**src/rtl/rtg_pkg.sv**
```systemverilog
package rtg_pkg;
    localparam int AW     = 4;
    localparam int NSEG   = 4;
    localparam int NTIM   = 2 * NSEG;
    localparam int TIM_IW = $clog2(NTIM);
    localparam int POL_W  = 5;

    localparam logic [AW-1:0] A_CMD  = 4'h0;
    localparam logic [AW-1:0] A_POL  = 4'h1;
    localparam logic [AW-1:0] A_MASK = 4'h2;
    localparam logic [AW-1:0] A_STAT = 4'h3;
    localparam logic [AW-1:0] A_CLR  = 4'h4;
    localparam logic [AW-1:0] A_TIM0 = 4'h8;

    localparam int P_HS  = 0;
    localparam int P_VS  = 1;
    localparam int P_DE  = 2;
    localparam int P_DAT = 3;
    localparam int P_CLK = 4;

    typedef enum logic [1:0] {
        SEG_SYNC  = 2'd0,
        SEG_BACK  = 2'd1,
        SEG_ACT   = 2'd2,
        SEG_FRONT = 2'd3
    } seg_e;
endpackage

```
**src/rtl/rtg_axis.sv**
```systemverilog
module rtg_axis
    import rtg_pkg::*;
#(
    parameter int CNT_W = 12
) (
    input  logic                            clk_i,
    input  logic                            rst_ni,
    input  logic                            run_i,
    input  logic                            step_i,
    input  logic [NSEG-1:0][CNT_W-1:0]      len_i,
    output logic [CNT_W+2:0]                pos_o,
    output seg_e                            seg_o,
    output logic                            wrap_o
);
    localparam int POS_W = CNT_W + 3;

    typedef struct packed {
        logic [POS_W-1:0] pos;
    } ax_st_t;

    ax_st_t s_q, s_d;
    logic [NSEG-1:0][POS_W-1:0] seg_end;
    logic [POS_W-1:0] last_pos;

    // Exclusive end position of each segment, accumulated in line order.
    always_comb begin
        logic [POS_W-1:0] acc;
        acc = '0;
        for (int i = 0; i < NSEG; i++) begin
            acc = acc + POS_W'(len_i[i]) + POS_W'(1);
            seg_end[i] = acc;
        end
    end

    assign last_pos = seg_end[NSEG-1] - POS_W'(1);

    always_comb begin
        seg_o = SEG_FRONT;
        for (int i = NSEG - 1; i >= 0; i--) begin
            if (s_q.pos < seg_end[i]) seg_o = seg_e'(2'(i));
        end
    end

    assign wrap_o = run_i && step_i && (s_q.pos == last_pos);
    assign pos_o  = s_q.pos;

    always_comb begin
        s_d = s_q;
        if (!run_i) begin
            s_d.pos = '0;
        end else if (step_i) begin
            s_d.pos = wrap_o ? '0 : s_q.pos + POS_W'(1);
        end
    end

    always_ff @(posedge clk_i) begin
        if (!rst_ni) s_q <= '0;
        else         s_q <= s_d;
    end

    // a stopped axis sits at position zero
    a_r8_hold_zero: assert property (@(posedge clk_i) disable iff (!rst_ni)
        !run_i |=> (pos_o == '0));

    // the position returns to zero after the last position of the period
    a_r3_wrap_to_zero: assert property (@(posedge clk_i) disable iff (!rst_ni)
        (run_i && wrap_o) |=> (pos_o == '0));

    // the active segment is always entered from the back porch
    a_r3_seg_order: assert property (@(posedge clk_i) disable iff (!rst_ni)
        (run_i && $past(run_i) && seg_o == SEG_ACT && $past(seg_o) != SEG_ACT)
            |-> ($past(seg_o) == SEG_BACK));
endmodule

```
**src/rtl/rtg_regs.sv**
```systemverilog
module rtg_regs
    import rtg_pkg::*;
#(
    parameter int CNT_W = 12,
    parameter int DW    = 32
) (
    input  logic                        clk_i,
    input  logic                        rst_ni,
    input  logic                        wr_i,
    input  logic [AW-1:0]               addr_i,
    input  logic [DW-1:0]               wdata_i,
    input  logic                        frame_evt_i,
    output logic                        en_o,
    output logic [POL_W-1:0]            pol_o,
    output logic                        mask_o,
    output logic                        status_o,
    output logic [NTIM-1:0][CNT_W-1:0]  tim_o,
    output logic [DW-1:0]               rdata_o
);
    typedef struct packed {
        logic                       en;
        logic [POL_W-1:0]           pol;
        logic                       mask;
        logic                       status;
        logic [NTIM-1:0][CNT_W-1:0] tim;
    } rg_st_t;

    localparam rg_st_t RST_VAL = '{en: 1'b0, pol: '1, mask: 1'b0, status: 1'b0, tim: '0};

    rg_st_t s_q, s_d;
    logic [TIM_IW-1:0] tidx;
    logic is_tim;
    logic clr_hit;
    logic unused_wdata;

    assign tidx         = addr_i[TIM_IW-1:0];
    assign is_tim       = (addr_i >= A_TIM0);
    assign clr_hit      = wr_i && (addr_i == A_CLR) && wdata_i[0];
    assign unused_wdata = ^wdata_i[DW-1:CNT_W];

    always_comb begin
        s_d = s_q;
        if (wr_i) begin
            case (addr_i)
                A_CMD:   s_d.en   = wdata_i[0];
                A_POL:   s_d.pol  = wdata_i[POL_W-1:0];
                A_MASK:  s_d.mask = wdata_i[0];
                default: begin
                    if (is_tim) s_d.tim[tidx] = wdata_i[CNT_W-1:0];
                end
            endcase
        end
        if (clr_hit)     s_d.status = 1'b0;
        if (frame_evt_i) s_d.status = 1'b1;
    end

    always_ff @(posedge clk_i) begin
        if (!rst_ni) s_q <= RST_VAL;
        else         s_q <= s_d;
    end

    always_comb begin
        rdata_o = '0;
        case (addr_i)
            A_CMD:   rdata_o[0]         = s_q.en;
            A_POL:   rdata_o[POL_W-1:0] = s_q.pol;
            A_MASK:  rdata_o[0]         = s_q.mask;
            A_STAT:  rdata_o[0]         = s_q.status;
            default: begin
                if (is_tim) rdata_o[CNT_W-1:0] = s_q.tim[tidx];
            end
        endcase
    end

    assign en_o     = s_q.en;
    assign pol_o    = s_q.pol;
    assign mask_o   = s_q.mask;
    assign status_o = s_q.status;
    assign tim_o    = s_q.tim;

    // a frame event always leaves the status set
    a_r9_status_sets: assert property (@(posedge clk_i) disable iff (!rst_ni)
        frame_evt_i |=> status_o);

    // set beats clear in the same cycle
    a_r12_set_wins: assert property (@(posedge clk_i) disable iff (!rst_ni)
        (frame_evt_i && clr_hit) |=> status_o);

    // a clearing write without an event drops the status
    a_r11_clear_drops: assert property (@(posedge clk_i) disable iff (!rst_ni)
        (clr_hit && !frame_evt_i) |=> !status_o);

    // a stopped raster never raises the status
    a_r8_idle_no_status: assert property (@(posedge clk_i) disable iff (!rst_ni)
        (!en_o && !status_o) |=> !status_o);
endmodule

```
**src/rtl/raster_timing_gen.sv**
```systemverilog
module raster_timing_gen
    import rtg_pkg::*;
#(
    parameter int CNT_W = 12,
    parameter int DW    = 32
) (
    input  logic          clk_i,
    input  logic          rst_ni,
    input  logic          reg_wr_i,
    input  logic [AW-1:0] reg_addr_i,
    input  logic [DW-1:0] reg_wdata_i,
    output logic [DW-1:0] reg_rdata_o,
    output logic          hsync_o,
    output logic          vsync_o,
    output logic          de_o,
    output logic          frame_start_o,
    output logic          irq_o,
    output logic          data_pol_o,
    output logic          pclk_pol_o
);
    logic                       run;
    logic [POL_W-1:0]           pol;
    logic                       mask;
    logic                       status;
    logic [NTIM-1:0][CNT_W-1:0] tim;
    logic                       frame_evt;

    logic [CNT_W+2:0] h_pos, v_pos;
    seg_e             h_seg, v_seg;
    logic             h_wrap, v_wrap;
    logic             unused_vwrap;
    logic             hs_act, vs_act, de_act;

    rtg_regs #(.CNT_W(CNT_W), .DW(DW)) u_regs (
        .clk_i       (clk_i),
        .rst_ni      (rst_ni),
        .wr_i        (reg_wr_i),
        .addr_i      (reg_addr_i),
        .wdata_i     (reg_wdata_i),
        .frame_evt_i (frame_evt),
        .en_o        (run),
        .pol_o       (pol),
        .mask_o      (mask),
        .status_o    (status),
        .tim_o       (tim),
        .rdata_o     (reg_rdata_o)
    );

    rtg_axis #(.CNT_W(CNT_W)) u_h_axis (
        .clk_i  (clk_i),
        .rst_ni (rst_ni),
        .run_i  (run),
        .step_i (1'b1),
        .len_i  (tim[NSEG-1:0]),
        .pos_o  (h_pos),
        .seg_o  (h_seg),
        .wrap_o (h_wrap)
    );

    rtg_axis #(.CNT_W(CNT_W)) u_v_axis (
        .clk_i  (clk_i),
        .rst_ni (rst_ni),
        .run_i  (run),
        .step_i (h_wrap),
        .len_i  (tim[NTIM-1:NSEG]),
        .pos_o  (v_pos),
        .seg_o  (v_seg),
        .wrap_o (v_wrap)
    );

    assign unused_vwrap = v_wrap;

    assign frame_evt = run && (h_pos == '0) && (v_pos == '0);
    assign hs_act    = run && (h_seg == SEG_SYNC);
    assign vs_act    = run && (v_seg == SEG_SYNC);
    assign de_act    = run && (h_seg == SEG_ACT) && (v_seg == SEG_ACT);

    assign hsync_o       = pol[P_HS] ? hs_act : !hs_act;
    assign vsync_o       = pol[P_VS] ? vs_act : !vs_act;
    assign de_o          = pol[P_DE] ? de_act : !de_act;
    assign frame_start_o = frame_evt;
    assign irq_o         = status && mask;
    assign data_pol_o    = pol[P_DAT];
    assign pclk_pol_o    = pol[P_CLK];
endmodule

```
**config.mk**
```make
export PLATFORM = sky130hd
export DESIGN_NAME = raster_timing_gen
export DESIGN_NICKNAME = d
export VERILOG_FILES = /design/src/rtl/rtg_pkg.sv /design/src/rtl/rtg_axis.sv /design/src/rtl/rtg_regs.sv /design/src/rtl/raster_timing_gen.sv
export SDC_FILE = /design/constraint.sdc
export NUM_CORES = 1
export LEC_CHECK = 0
export ABC_AREA = 0
export BUFFER_PORTS_ARGS = -buffer_cell sky130_fd_sc_hd__buf_2
export CORE_AREA = 2 2 230 232
export CTS_BUF_LIST = sky130_fd_sc_hd__clkbuf_4
export DETAILED_ROUTE_END_ITERATION = 10
export DIE_AREA = 0 0 232 234
export HOLD_SLACK_MARGIN = 0.08
export PLACE_DENSITY = 0.52
export SYNTH_ARGS = -nofsm -noshare
export SYNTH_HDL_FRONTEND = slang
export SYNTH_SLANG_ARGS = --single-unit
```
**constraint.sdc**
```tcl
create_clock -name clk_i -period 6.2 [get_ports clk_i]
set_input_delay 0.62 -clock clk_i [delete_from_list [all_inputs] [get_ports clk_i]]
set_output_delay 0.62 -clock clk_i [all_outputs]
set_load 0.005 [all_outputs]
```
==> results of run 1 <==
## what timing repair did
item,4_1_cts,5_1_grt
pin swaps,74,78
resized for setup,106,100
gates cloned,1,1
setup endpoints to repair,31,31
buffers inserted,29,18
## cell usage after synthesis (3+ instances only)
library cell  count  share of area
nand2_1         248          0.072
ha_1            159           0.15
dfxtp_1         134           0.21
inv_1           107          0.031
a21boi_0         97          0.057
nor2_1           89          0.026
a21oi_1          76          0.030
xnor2_1          72          0.049
nand3_1          57          0.022
o21a_1           57          0.033
clkbuf_1         55          0.016
o21ai_0          55          0.021
xor2_1           50          0.034
nor2b_1          31          0.015
buf_4            27          0.016
a21o_1           26          0.015
nand4_1          20         0.0097
nor3_1           20         0.0078
and3_1           17         0.0083
or3_1            16         0.0078
and2_1           14         0.0068
mux2i_1          12         0.0093
nor4_1           12         0.0058
a22oi_1          11         0.0064
nand2b_1         11         0.0054
o211ai_1         11         0.0064
or2_2            11         0.0054
a211oi_1         10         0.0058
a221oi_1          9         0.0061
mux4_2            9          0.016
mux2_2            8         0.0070
a211o_1           7         0.0048
o21bai_1          7         0.0041
o31ai_1           7         0.0041
or4_1             7         0.0041
fa_1              6         0.0093
o2111ai_1         6         0.0041
a2111oi_0         5         0.0034
a31oi_1           5         0.0024
buf_1             5         0.0015
o22ai_1           5         0.0024
o211a_1           4         0.0031
a22o_1            3         0.0020
a311oi_1          3         0.0020
and4_1            3         0.0020
## stage by stage
stage                     worst slack (ns)  instance area [um^2]  setup TNS [ns]  instances
after floorplan                     0.0299                 12900               0       1666
after global placement              -0.399                 15300          -10.71       2530
after detailed placement            -0.471                 15300          -12.72       2530
after CTS                           -0.331                 16300           -1.96       2591
after global routing                -0.508                 17100           -9.37       2610
final                               -0.223                 17100           -2.44       2610
## layout make-up
cell class / count / area (um^2)
multi-input combinational: 1336 / 10400
timing repair buffer: 313 / 2370
tap: 688 / 861
antenna: 1 / 2.50
sequential: 134 / 2710
clock buffer: 17 / 128
fill: 5524 / 35000
inverter: 107 / 402
clock inverter: 14 / 186
## sequential cells by signal (all words and copies together) (netlist names)
name	flops
u_regs.en_o	1
u_regs.status_o	1
u_regs.pol_o	5
u_regs.mask_o	1
u_h_axis.pos_o	15
u_regs.tim_o	96
u_v_axis.pos_o	15
## worst paths after layout
path / end / slack, ns / depth (start not counted)
max reg2reg: u_v_axis.pos_o[10]$_SDFFE_PN0P_ / -0.12 / 29
max: de_o / -0.22 / 28
min: u_regs.tim_o[29]$_SDFFE_PN0P_ / 0.39 / 3
min reg2reg: u_regs.tim_o[19]$_SDFFE_PN0P_ / 0.50 / 2
## worst max-delay path: cells and delay by family, from the launching register on
kind	cells	cell delay [ns]
XOR/XNOR	4	0.76
flip-flops	1	0.38
buffers and inverters	4	0.62
AND/OR/NAND/NOR	4	0.40
AO/OA/AOI/OAI	12	1.98
adder cells (fa/ha/maj)	4	1.09
## cell families (layout without fill, tap and decap cells)
kind of cell	count (synthesis)	in the layout
buffers and inverters	196	451
adder cells (fa/ha/maj)	165	165
multiplexers	29	29
XOR/XNOR	124	124
AND/OR/NAND/NOR	568	568
flip-flops	134	134
other	1	21
AO/OA/AOI/OAI	430	430
## power groups by stage
stage | combinational [mW] | clock (mW) | sequential [mW]
after floorplan | 0.177 | 0 | 0.896
after global placement | 0.259 | 0 | 0.902
after detailed placement | 0.261 | 0 | 0.902
after CTS | 0.274 | 0.710 | 0.883
after global routing | 0.316 | 0.740 | 0.883
final | 0.289 | 0.692 | 0.882
## layer usage
layer	track usage	up-vias
li1	-	6314
met1	0.216	6055
met2	0.276	329
met3	0.0221	69
met4	0.0601	0
met5	0	-
==> summary.md, run 1 <==
| Metric | Value |
|---|---|
| Root Driver | `clkbuf_4` |
| Min Hold Slack | `0.393 ns` |
| Share of layout cells above drive strength 1 | `0.272` |
| Most frequent cells in the layout | `buf_4 (261), nand2_1 (245), ha_1 (139)` |
| Routed WL | `45,700 um` |
| Tcrit/Tclk final | `1.04` |
| CP required | `5.58 ns` |
| Cell Int Power | `1.28 mW` |
| DR WL met2 | `21,200 um` |
| Worst Slack Setup Final | `-0.223 ns` |
| GRT Overall Usage | `0.165` |
| Logic pwr share | `0.155` |
| Hold Violations, Final | `0` |
| First-pass GRT wire length | `69,300 um` |
| CP startpoint | `u_regs.tim_o[1]$_SDFFE_PN0P_` |
| GPL Wtd Cong | `0.888` |
| Initial core utilization | `0.247` |
| Worst-margin pin slew | `1.12 ns` |
| Seq/Total Area, Yosys | `0.209` |
| H-tree depth | `4` |
| Synth Area in Adders | `0.164` |
| WL met1 | `20,600 um` |
| CTS tree | `yes` |
| Hold Buf Count CTS | `0` |
| Die area | `0.0543 mm^2` |
| Drt via density | `4.89` |
| Peak fanout along the critical path | `3` |
| Final Max Tran Viols | `0` |
| # DRC | `0` |
| Die Y | `234 um` |
| Final setup vio count | `28` |
| Sw frac | `0.310` |
| Highest metal used | `met4` |
| Avg Cell Area, Syn | `7.81 um^2` |
| Avg WL per Cell | `17.5 um` |
| Clock Skews | `0.0266 ns` |
| CTS Sinks | `134` |
| Crit path kind | `register to output pin` |
| Slew margin rel. | `0.254` |
| Fin crit period | `6.42 ns` |
| Cell area after synthesis | `0.0129 mm^2` |
| CTS Buffer Depth | `2` |
| Hold Path Class | `input pin to register` |
| Congestion Overflow GR | `0` |
| Synth Area in Compound Gates | `0.235` |
| Library cells used by synthesis | `82` |
| RSZ-0062 raised after global routing | `yes` |
| Met3 Wirelength | `2370 um` |
| Reg power frac | `0.473` |
| Most common cell after layout, fill and taps aside | `buf_4` |
| Leakage | `7.15 nW` |
| Total design power | `1.86 mW` |
| Vias in the first global route | `12,500` |
| Core Area | `0.0520 mm^2` |
| Skew-Pair Late Insertion Delay | `0.57 ns` |
| Final Net Count | `2,113` |
| Number of synthesized flops with an enable pin | `0` |
| ANT nets after route | `0` |
| Finished Core Util | `0.328` |
| DR pass1 iterations | `8` |
| Area share of xor/xnor cells in the synthesized design | `0.0861` |
| IO Pins | `78` |
| Power density cells | `109 mW/mm^2` |
| CP endpoint kind | `output pin` |
| Post-DP HPWL | `35,500 um` |
| Cells after synthesis | `1,647` |
| Hold path start | `reg_wdata_i[5]` |
| Std cell rows | `84` |
| Die width | `232 um` |
| Vias | `12,800` |
| Clk pwr share | `0.371` |
| Clock-pin slew of the registers on the worst-case setup and hold paths | `0.16 ns` |
| Switching Power | `0.578 mW` |
| Ys flop type | `dfxtp_1` |
| Status | `finished with violations` |
| Ys Warns | `0` |
| Num CTS Buffers | `17` |
| Initial drt markers | `681` |
| CP most frequent cell | `o21ai_1` |
| Violated checks | `negative setup slack` |
| Fmax | `156 MHz` |
| Crit path arrival time | `5.80 ns` |
| Yosys reg bits | `134` |
| Slowest cell delay on critical path | `0.38 ns` |
| Multiplexer share of the synthesized area | `0.0321` |
| Initial antenna violation count | `2` |
| Asr flop ratio synth | `0` |
| VDD IR-drop max | `115 uV` |
| Port Buffers | `37` |
| Startpoint Class | `register` |
| Max Cap Violations | `0` |
| Slowest stage cell, crit path | `dfxtp_4` |
| Largest family of logic cells by synthesized area | `compound AO/OA/AOI/OAI gates` |
| P&R area growth vs syn | `32.6%` |
| Post-synthesis simple-gate area fraction | `0.209` |
| R2R Path Start | `u_regs.tim_o[1]$_SDFFE_PN0P_` |
| Largest net degree at the start of global routing | `89` |
(Power assumes the default switching activity.)
==> run 2, diff against run 1 <==
CORE_AREA = 2 2 237 239   (was 2 2 230 232)
DIE_AREA = 0 0 239 241   (was 0 0 232 234)
SYNTH_HIERARCHICAL = 1   (was not set)
==> run 2 against run 1 <==
The run still ends with negative setup slack left. Combinational power is 9.3% higher. Flip-flop and latch count unchanged. Sequential share of layout area decreased by 0.41 points. Critical path depth increased by 6. Highest routed layer is now met5. Non-clock buffer count is 36 lower.
==> summary.md, run 2 <==
| Metric | Value |
|---|---|
| VDD IR-drop max | `87.9 uV` |
| Startpoint Class | `register` |
| Max Cap Violations | `0` |
| Std cell rows | `86` |
| Avg Cell Area, Syn | `8.29 um^2` |
| DR pass1 iterations | `5` |
| Congestion Overflow GR | `0` |
| # DRC | `0` |
| Worst Slack Setup Final | `-0.727 ns` |
| Max reg flops | `96` |
| Slew margin rel. | `0.230` |
| Routed WL | `45,900 um` |
| Clk pwr share | `0.343` |
| ANT nets after route | `0` |
| Status | `finished with violations` |
| CP endpoint kind | `register` |
| Final Max Tran Viols | `0` |
| CP required | `6.66 ns` |
| Leakage | `7.32 nW` |
| Final Net Count | `2,052` |
| Final setup vio count | `18` |
| Ys Warns | `6` |
| Sw frac | `0.317` |
| Crit path kind | `register to register` |
| Hold Violations, Final | `0` |
| Slowest cell delay on critical path | `0.43 ns` |
| CTS Sinks | `134` |
| Cells after synthesis | `1,642` |
| Root Driver | `clkbuf_4` |
| Avg WL per Cell | `17.9 um` |
| Power density cells | `104 mW/mm^2` |
| H-tree depth | `4` |
| Fin crit period | `6.93 ns` |
| Fmax | `144 MHz` |
| Vias in the first global route | `12,400` |
| Initial core utilization | `0.248` |
| IO Pins | `78` |
| Slowest stage cell, crit path | `or4_4` |
| Largest net degree at the start of global routing | `106` |
| Die width | `239 um` |
| Crit path arrival time | `7.39 ns` |
| Core Area | `0.0549 mm^2` |
| Most frequent cells in the layout | `buf_4 (233), nand3_1 (133), o21ai_0 (132), ha_1 (132), dfxtp_1 (123)` |
| Place WS | `-0.838 ns` |
| Hold Path Class | `input pin to register` |
| Worst-margin pin slew | `1.15 ns` |
| Initial drt markers | `881` |
| RSZ-0062 raised after global routing | `yes` |
| CTS tree | `yes` |
| Die Y | `241 um` |
| P&R area growth vs syn | `28.8%` |
| Most common cell after layout, fill and taps aside | `buf_4` |
| GRT Overall Usage | `0.156` |
| Post-DP HPWL | `32,700 um` |
| Reg power frac | `0.483` |
| Post-route cell area | `0.0175 mm^2` |
| Die area | `0.0576 mm^2` |
| Switching Power | `0.577 mW` |
| Placed cell areas | `0.0156 mm^2` |
| Vias | `13,100` |
| Peak fanout along the critical path | `7` |
| Cell Int Power | `1.24 mW` |
| First-pass GRT wire length | `70,400 um` |
| Tcrit/Tclk final | `1.12` |
| Violated checks | `negative setup slack` |
| GPL Wtd Cong | `0.848` |
| Num CTS Buffers | `17` |
| Clock-pin slew of the registers on the worst-case setup and hold paths | `0.13 ns` |
| Share of layout cells above drive strength 1 | `0.299` |
| Logic pwr share | `0.174` |
| Cell area after synthesis | `0.0136 mm^2` |
| Clock Skews | `0.0172 ns` |
| CTS Buffer Depth | `2` |
| Skew-Pair Late Insertion Delay | `0.60 ns` |
| Initial antenna violation count | `8` |
| Port Buffers | `37` |
| Drt via density | `5.10` |
-- run 2: stage by stage --
stage / setup TNS, ns / power [mW] / std cells / utilization / hold slack [ns]
global route: -16.73 / 1.91 / 2563 / 0.319 / 0.292
detailed placement: -13.37 / 1.18 / 2477 / 0.284 / 0.487
finish: -10.83 / 1.82 / 2564 / 0.319 / 0.340
CTS: -11.65 / 1.82 / 2535 / 0.300 / 0.282
floorplan: -7.79 / 1.10 / 1661 / - / 0.458
global placement: -11.40 / 1.18 / 2477 / 0.284 / 0.478
-- run 2: final timing paths --
check                               start                        endpoint  slack, ns  cells after the start
max          u_regs/tim_o[0]$_SDFFE_PN0P_  u_v_axis/pos_o[7]$_SDFFE_PN0P_      -0.73                     34
min                        reg_wdata_i[7]   u_regs/tim_o[43]$_SDFFE_PN0P_       0.34                      3
max reg2reg  u_regs/tim_o[0]$_SDFFE_PN0P_  u_v_axis/pos_o[7]$_SDFFE_PN0P_      -0.73                     34
min reg2reg    u_regs/mask_o$_SDFFE_PN0P_      u_regs/mask_o$_SDFFE_PN0P_       0.51                      2
-- run 2: area by class of cell --
| class | instances | area [um^2] |
|---|---|---|
| Fill cell | 5702 | 37400 |
| Clock buffer | 18 | 135 |
| Multi-Input combinational cell | 1310 | 11200 |
| Antenna cell | 2 | 5.00 |
| Tap cell | 704 | 881 |
| Inverter | 105 | 399 |
| Sequential cell | 134 | 2710 |
| Clock inverter | 14 | 153 |
| Timing Repair Buffer | 277 | 2050 |
-- run 2: power by group through the flow --
stage	Combinational (mW)	Sequential, mW	Clock [mW]
after floorplan	0.207	0.895	0
after global placement	0.282	0.900	0
after detailed placement	0.283	0.900	0
after CTS	0.294	0.880	0.646
after global routing	0.344	0.882	0.684
final	0.316	0.880	0.624
-- run 2: layer usage --
layer,routed length [um],share of wire,up-vias,GRT usage
met4,1300,0.028,8,0.0538
li1,-,-,6335,-
met1,21500,0.47,6313,0.215
met3,2540,0.055,73,0.0277
met5,52,0.0011,-,0
met2,20500,0.45,356,0.245
-- run 2: worst max-delay path: cells and delay by family (launching register included) --
kind	cells	cell delay (ns)
fa+ha+maj	4	1.00
flops	1	0.40
compound gates	14	2.83
simple gates	11	1.77
buf+inv	4	0.63
xor+xnor	1	0.15
-- run 2: timing repair --
| item | in CTS | in global routing |
|---|---|---|
| cloned | 1 | 0 |
| buffers inserted | 25 | 29 |
| pin swaps | 36 | 87 |
| hold buffers | 0 | 0 |
| endpoints found under the hold margin | 0 | 0 |
| gates resized for setup | 87 | 148 |
| setup endpoints to repair | 18 | 32 |
==> run 3, diff against run 2 <==
ABC_AREA = not set   (was 0)
GPL_TIMING_DRIVEN = 0   (was not set)
==> run 3 against run 2 <==
The flow still finishes with violations (negative setup slack). Count of clock-buffer cells in the layout is 1 lower. Critical path type unchanged. Clock skew grew 0.021 ns. Worst setup slack lost 0.44 ns.
==> summary.md, run 3 (synthesis results as in run 2) <==
| Metric | Value |
|---|---|
| CTS Sinks | `134` |
| Startpoint Class | `register` |
| P&R area growth vs syn | `24.3%` |
| GRT Overall Usage | `0.168` |
| Flop-to-flop setup slack | `-1.16 ns` |
| Largest net degree at the start of global routing | `17` |
| Slew margin rel. | `0.342` |
| Logic pwr share | `0.184` |
| Die Y | `241 um` |
| Cell family with most CP delay | `compound AO/OA/AOI/OAI gates` |
| Routed WL | `49,200 um` |
| Status | `finished with violations` |
| Fin crit period | `7.36 ns` |
| GPL Wtd Cong | `0.889` |
| Hold Path Class | `input pin to register` |
| Finished Core Util | `0.308` |
| Root Driver | `clkbuf_4` |
| Initial antenna violation count | `3` |
| Vias | `13,100` |
| Clk pwr share | `0.334` |
| Initial core utilization | `0.248` |
| Switching Power | `0.614 mW` |
| Worst Slack Setup Final | `-1.16 ns` |
| Congestion Overflow GR | `0` |
| Cell Int Power | `1.21 mW` |
| Peak fanout along the critical path | `8` |
| ANT nets after route | `0` |
| Clock-pin slew of the registers on the worst-case setup and hold paths | `0.15 ns` |
| Leakage | `6.93 nW` |
| Port Buffers | `26` |
| VDD IR-drop max | `87.8 uV` |
| Drt via density | `5.21` |
| H-tree depth | `4` |
| Final setup vio count | `17` |
| Share of layout cells above drive strength 1 | `0.256` |
| WP buf/inv | `3` |
| CP required | `6.66 ns` |
| Slowest cell delay on critical path | `0.50 ns` |
| Total design power | `1.82 mW` |
| Core Area | `0.0549 mm^2` |
| Setup TNS | `-18.06 ns` |
| Max reg flops | `96` |
| Crit path arrival time | `7.83 ns` |
| Hold Violations, Final | `0` |
| Crit path kind | `register to register` |
| Std cell rows | `86` |
| CTS Buffer Depth | `2` |
| Place WS | `-2.57 ns` |
| # DRC | `0` |
| Reg power frac | `0.483` |
| DR pass1 iterations | `5` |
| Slowest stage cell, crit path | `nor4b_4` |
| Die area | `0.0576 mm^2` |
| Post-route cell area | `0.0169 mm^2` |
| RSZ-0062 raised after global routing | `yes` |
| IO Pins | `78` |
| Violated checks | `negative setup slack` |
| First-pass GRT wire length | `74,500 um` |
| Most frequent cells in the layout | `nand3_1 (137), o21ai_0 (137), ha_1 (131)` |
| Max Cap Violations | `0` |
| Clock Skews | `0.0385 ns` |
| Num CTS Buffers | `17` |
| CTS tree | `yes` |
| CP endpoint kind | `register` |
| CP most frequent cell | `nand4_1` |
| Final Net Count | `2,010` |
| Placed cell areas | `0.0148 mm^2` |
| Power density cells | `108 mW/mm^2` |
| Avg WL per Cell | `19.5 um` |
| Worst-margin pin slew | `0.986 ns` |
| Initial drt markers | `1,076` |
| Vias in the first global route | `12,900` |
| Tcrit/Tclk final | `1.19` |
| Die width | `239 um` |
| Skew-Pair Late Insertion Delay | `0.62 ns` |
| Sw frac | `0.337` |
| Fmax | `136 MHz` |
| Post-DP HPWL | `36,900 um` |
| Final Max Tran Viols | `0` |
[run 3: cell count changes in the layout (fill, tap and decap cells not counted), moves of 6 or more]
cell | previous run | this run
buf_2 | 35 | 52
buf_4 | 233 | 122
buf_6 | 7 | 13
clkbuf_1 | 0 | 36
dfxtp_4 | 6 | 12
[run 3: final cells by class]
class / instances / area (um^2)
multi-input combinational: 1310 / 11000
inverter: 105 / 399
sequential: 134 / 2730
antenna: 1 / 2.50
buffer: 111 / 694
fill: 5769 / 38000
timing repair buffer: 124 / 910
tap: 704 / 881
clock buffer: 17 / 128
clock inverter: 15 / 145
[run 3: worst paths after layout]
kind	startpoint	endpoint	cells past startpoint
min reg2reg	u_regs/mask_o$_SDFFE_PN0P_	u_regs/mask_o$_SDFFE_PN0P_	2
max reg2reg	u_regs/tim_o[0]$_SDFFE_PN0P_	u_v_axis/pos_o[10]$_SDFFE_PN0P_	34
min	reg_wdata_i[0]	u_regs/tim_o[36]$_SDFFE_PN0P_	3
max	u_regs/tim_o[0]$_SDFFE_PN0P_	u_v_axis/pos_o[10]$_SDFFE_PN0P_	34
[run 3: timing repair]
action,4_1_cts,5_1_grt
cloned,1,0
pin swaps,78,75
setup buffers,77,20
hold buffers,0,0
gates resized for setup,133,88
setup endpoints to repair,33,28
[run 3: worst register-to-register path: cells and delay by family, from the launching register on]
family / cells / cell delay, ns
AOI/OAI and AO/OA: 13 / 2.43
and+or+nand+nor: 12 / 2.23
adders and majority gates: 3 / 0.90
xor gates and xnor gates: 3 / 0.68
buffers and inverters: 3 / 0.59
DFF: 1 / 0.43
[run 3: metrics by stage]
stage               hold WS, ns  instances
finish                    0.286       2521
global route              0.263       2521
CTS                       0.243       2500
detailed placement        0.483       2391
global placement          0.480       2391
floorplan                 0.458       1661
[run 3: routing by layer]
layer	GRT usage	wire, um	vias up
met5	0	0	-
met4	0.0629	1430	0
met3	0.0189	2850	73
met2	0.272	22200	461
met1	0.230	22700	6354
li1	-	-	6249
[run 3: power groups by stage]
stage / registers, mW / clock network, mW / logic, mW
after floorplan: 0.895 / 0 / 0.207
after global routing: 0.881 / 0.653 / 0.360
final: 0.880 / 0.608 / 0.335
after CTS: 0.880 / 0.615 / 0.315
after global placement: 0.902 / 0 / 0.289
after detailed placement: 0.902 / 0 / 0.292
